==> src/rtl/irq_pkg.sv <==
package irq_pkg;
    localparam int NUM_SRC  = 11;
    localparam int REG_W    = 16;
    localparam int ADDR_W   = 12;
    localparam int RDATA_W  = 32;

    localparam logic [ADDR_W-1:0] STAT_OFS = 12'h070;
    localparam logic [ADDR_W-1:0] MASK_OFS = 12'h074;

    typedef struct packed {
        logic [NUM_SRC-1:0] stat;
        logic [NUM_SRC-1:0] mask;
        logic               pend;
    } irq_state_t;
endpackage

==> src/rtl/irq_src_latch.sv <==
module irq_src_latch #(
    parameter int NSRC = irq_pkg::NUM_SRC
) (
    input  logic [NSRC-1:0] stat_cur,
    input  logic [NSRC-1:0] req,
    input  logic            ack_en,
    input  logic [NSRC-1:0] ack_keep,
    output logic [NSRC-1:0] stat_nx
);
    for (genvar i = 0; i < NSRC; i++) begin : g_bit
        // a new request has priority over a clearing acknowledge
        assign stat_nx[i] = req[i] | (stat_cur[i] & (~ack_en | ack_keep[i]));
    end
endmodule

==> src/rtl/irq_rd_mux.sv <==
module irq_rd_mux #(
    parameter int                           NSRC   = irq_pkg::NUM_SRC,
    parameter int                           AW     = irq_pkg::ADDR_W,
    parameter int                           DW     = irq_pkg::RDATA_W,
    parameter logic [irq_pkg::ADDR_W-1:0]   A_STAT = irq_pkg::STAT_OFS,
    parameter logic [irq_pkg::ADDR_W-1:0]   A_MASK = irq_pkg::MASK_OFS
) (
    input  logic [AW-1:0]   addr,
    input  logic [NSRC-1:0] stat,
    input  logic [NSRC-1:0] mask,
    output logic [DW-1:0]   rdata
);
    localparam int PAD = DW - NSRC;

    always_comb begin
        rdata = '0;
        if (addr == A_STAT)      rdata = {{PAD{1'b0}}, stat};
        else if (addr == A_MASK) rdata = {{PAD{1'b0}}, mask};
    end
endmodule

==> src/rtl/irq_status_ctrl.sv <==
module irq_status_ctrl
    import irq_pkg::*;
#(
    parameter int NSRC = NUM_SRC,
    parameter int RW   = REG_W,
    parameter int AW   = ADDR_W,
    parameter int DW   = RDATA_W
) (
    input  logic            clk,
    input  logic            rst_n,
    input  logic [NSRC-1:0] src_pulse,
    input  logic [AW-1:0]   bus_addr,
    input  logic            bus_wr,
    input  logic [RW-1:0]   bus_wdata,
    output logic [DW-1:0]   bus_rdata,
    output logic            irq_pending
);
    localparam int HI_W = RW - NSRC;

    irq_state_t state_d, state_q;

    logic            wr_stat, wr_mask;
    logic [NSRC-1:0] stat_nx;
    logic [HI_W-1:0] wdata_hi_unused;
    logic [RW-1:0]   stat_vis, mask_vis;

    assign wr_stat         = bus_wr && (bus_addr == STAT_OFS);
    assign wr_mask         = bus_wr && (bus_addr == MASK_OFS);
    assign wdata_hi_unused = bus_wdata[RW-1:NSRC];

    irq_src_latch #(.NSRC(NSRC)) u_latch (
        .stat_cur (state_q.stat),
        .req      (src_pulse),
        .ack_en   (wr_stat),
        .ack_keep (bus_wdata[NSRC-1:0]),
        .stat_nx  (stat_nx)
    );

    always_comb begin
        state_d      = state_q;
        state_d.stat = stat_nx;
        if (wr_mask) state_d.mask = bus_wdata[NSRC-1:0];
        state_d.pend = |(state_q.stat & state_q.mask);
    end

    always_ff @(posedge clk) begin
        if (!rst_n) state_q <= '0;
        else        state_q <= state_d;
    end

    assign stat_vis    = {{HI_W{1'b0}}, state_q.stat};
    assign mask_vis    = {{HI_W{1'b0}}, state_q.mask};
    assign irq_pending = state_q.pend;

    irq_rd_mux #(.NSRC(NSRC), .AW(AW), .DW(DW)) u_rd (
        .addr  (bus_addr),
        .stat  (state_q.stat),
        .mask  (state_q.mask),
        .rdata (bus_rdata)
    );
endmodule

==> config.mk <==
export PLATFORM = sky130hd
export DESIGN_NAME = irq_status_ctrl
export DESIGN_NICKNAME = d
export VERILOG_FILES = /design/src/rtl/irq_pkg.sv /design/src/rtl/irq_src_latch.sv /design/src/rtl/irq_rd_mux.sv /design/src/rtl/irq_status_ctrl.sv
export SDC_FILE = /design/constraint.sdc
export NUM_CORES = 1
export LEC_CHECK = 0
export ABC_CLOCK_PERIOD_IN_PS = 2600
export BUFFER_PORTS_ARGS = -buffer_cell sky130_fd_sc_hd__buf_4
export CAP_MARGIN = 20
export CORE_MARGIN = 2
export CORE_UTILIZATION = 49
export CTS_BUF_LIST = sky130_fd_sc_hd__clkbuf_8
export CTS_CLUSTER_DIAMETER = 80
export DETAILED_ROUTE_END_ITERATION = 8
export PLACE_DENSITY = 0.9
export SETUP_SLACK_MARGIN = 0.02
export SLEW_MARGIN = 20
export SYNTH_ARGS = -nofsm -noshare
export SYNTH_HDL_FRONTEND = slang
export SYNTH_SLANG_ARGS = --single-unit
export TNS_END_PERCENT = 50
==> constraint.sdc <==
create_clock -name clk -period 2.6 [get_ports clk]
set_input_delay 0.26 -clock clk [delete_from_list [all_inputs] [get_ports clk]]
set_output_delay 0.26 -clock clk [all_outputs]
set_load 0.02 [all_outputs]
==> metrics.txt <==
Syn-to-layout area delta=25.0%; flip-flop and latch area=460 um2; clock slew seen by the registers of the worst setup and hold paths=0.08 ns; Yosys Warn Count=0; Worst path most repeated cell=buf_4; Syn Area/Cell=8.46 um2; Worst-Margin Slew=0.593 ns; XOR/XNOR share of the synthesized area=0; total track usage=0.167; Critical Path RT=2.34 ns; Die ar.=3120 um2; First DRT Iteration DRCs=18; total grt overflow=0; Final Hold Fails=0; buffers added on ports=48; Final Max Tran Viols=0; Mapped Cells=156; mux cell area share after synthesis=0.167; Post-synth top flop=dfxtp_1; max incr delay on CP=0.63 ns; crit-path cells=buf_4 -> or4_4 -> or3_1 -> nor2_2 -> buf_4; CP max FO=11; CTS tree=built; Tot Pwr=705 uW; ANT cells=0; Slew headroom=0.605; final wirelength=2.63 mm; period utilization=0.837; Num Clock Sinks=23; WL/cell=11.4 um; outcome=finished, final reports clean; final setup fails=0; largest family of logic cells by synthesized area=simple AND/OR/NAND/NOR gates; maximum vdd drop=0.335 mV; Resize count post-CTS=0; CTS Buffer Depth=2; Worst Setup End Kind=primary output; post-DR vias/cell=4.91; area of the multi-input gates=727 um2; via count=1134; largest cells by area after synthesis=dfxtp_1 35%, mux2i_1 17%, buf_4 12%; io pins=75; Min Clock Period, post-route=2.18 ns; Post-DP HPWL=2.03 mm; Highest Clock Rate=0.460 GHz; simple-gate portion of the synthesized area=0.202; max_cap viols=0; Startpoint Class=input port; CP max-delay cell=or3_1; GPL Wtd Cong=0.737; Final nets=244; CP Class=input port to primary output; Fill cells=222; post-CTS setup buffer count=0; RSZ-0062 raised after global routing=false; H-tree depth reported by CTS=1; vias in the first global route=1048; chip width=55.9 um; row cnt=18; drt drc=0; crit path DAT=1.92 ns; asr flop ratio synth=0; initial antenna violation count=0; register area share after synthesis=0.349; Leakage Power=0.740 nW; final setup TNS=0 ns; Mapped Area=1320 um2; Hold WC Path Type=input port to register; post-synth top area cell=dfxtp_1; # hold bufs at CTS=0; Commonest cells post-synth=23 x dfxtp_1, 23 x nand2_1, 22 x mux2i_1, 21 x buf_4, 12 x nor2_1; Yosys top cell area share=0.349; share of layout cells above drive strength 1=0.333; post-synth cell types=24; DR pass1 iterations=4; antenna viol nets, final=0; clock latency on the worst-skew pair=0.25 ns; Compound-Gate Fraction of Synth Area=0.122; skew final=0.00197 ns; #FFs+latches synth=23; first-pass GRT wire length=4.31 mm; Die H=55.9 um; Post-synth EDFFs=0; Initial Utilization=0.523; largest net degree at the start of global routing=35; CTS buffer count=3; Core ar.=2520 um2; adder-cell share of the synthesized area=0; root cell of the clock tree=clkbuf_8; Pwr per Cell Area=427 nW/um2
[final timing paths]
kind                 from            to  slack (ns)  depth (start not counted)
max          bus_addr[11]  bus_rdata[9]        0.42                          5
min          src_pulse[9]   stat_vis[9]        0.25                          3
max reg2reg   stat_vis[9]   irq_pending        1.54                          3
min reg2reg   mask_vis[7]   mask_vis[7]        0.48                          2
[area by class of cell]
class | instances | area share
clock buffers | 3 | 0.0250
repair buffers | 50 | 0.227
well taps | 30 | 0.0227
clock inverters | 1 | 0.00303
flip-flops and latches | 23 | 0.279
inverters | 1 | 0.00227
multi-input cells | 123 | 0.440
[cell families (layout without fill, tap and decap cells)]
| kind of cell | after synthesis | count (layout) |
|---|---|---|
| AND/OR/NAND/NOR | 52 | 52 |
| buffers and inverters | 30 | 55 |
| AO/OA/AOI/OAI | 28 | 28 |
| flip-flops | 23 | 23 |
| multiplexers | 22 | 22 |
| other | 1 | 21 |
[critical path: cells and delay by family]
| family | cells | cell delay, ns |
|---|---|---|
| AND/OR/NAND/NOR | 3 | 1.40 |
| buffers and inverters | 2 | 0.26 |
[flip-flops by register name, indices dropped and copies added, names as in the netlist]
register and count:
stat_vis 11, irq_pending 1, mask_vis 11
[routing by layer]
metal | global-route usage | routed length, um | vias up
li1 | - | - | 577
met1 | 0.204 | 1180 | 521
met2 | 0.304 | 1320 | 34
met3 | 0.0326 | 127 | 2
met4 | 0.0306 | 9 | 0
met5 | 0 | 0 | -
[layout by cell type (no fill, tap or decap)]
cell type and count:
buf_4 50, nand2_1 23, dfxtp_1 23, mux2i_1 22, conb_1 21, nor2_1 12, o21ai_0 11, a21oi_1 11
nor2_2 10, clkbuf_8 3, or3_1 2, a22o_1 2, a221oi_1 2, nand4b_1 1, or4_4 1, nor4_4 1
nand2b_1 1, nor4_2 1, a222oi_1 1, inv_1 1, a31oi_1 1, clkinv_2 1
[power by group]
part,switching (mW),internal (mW)
clock network,0.107,0.107
logic,0.0653,0.0517
registers,0.00957,0.364
total,0.182,0.522
[metrics by stage]
step | hold WS, ns | setup WS [ns] | area [um2] | util | instances
2_1_floorplan | 0.402 | 0.761 | 1400 | - | 176
3_5_place_dp | 0.467 | 0.427 | 1600 | 0.636 | 227
3_3_place_gp | 0.460 | 0.435 | 1600 | 0.636 | 227
4_1_cts | 0.248 | 0.421 | 1650 | 0.654 | 231
5_1_grt | 0.257 | 0.374 | 1650 | 0.654 | 231
6_report | 0.252 | 0.424 | 1650 | 0.654 | 231
(Power assumes the default switching activity.)
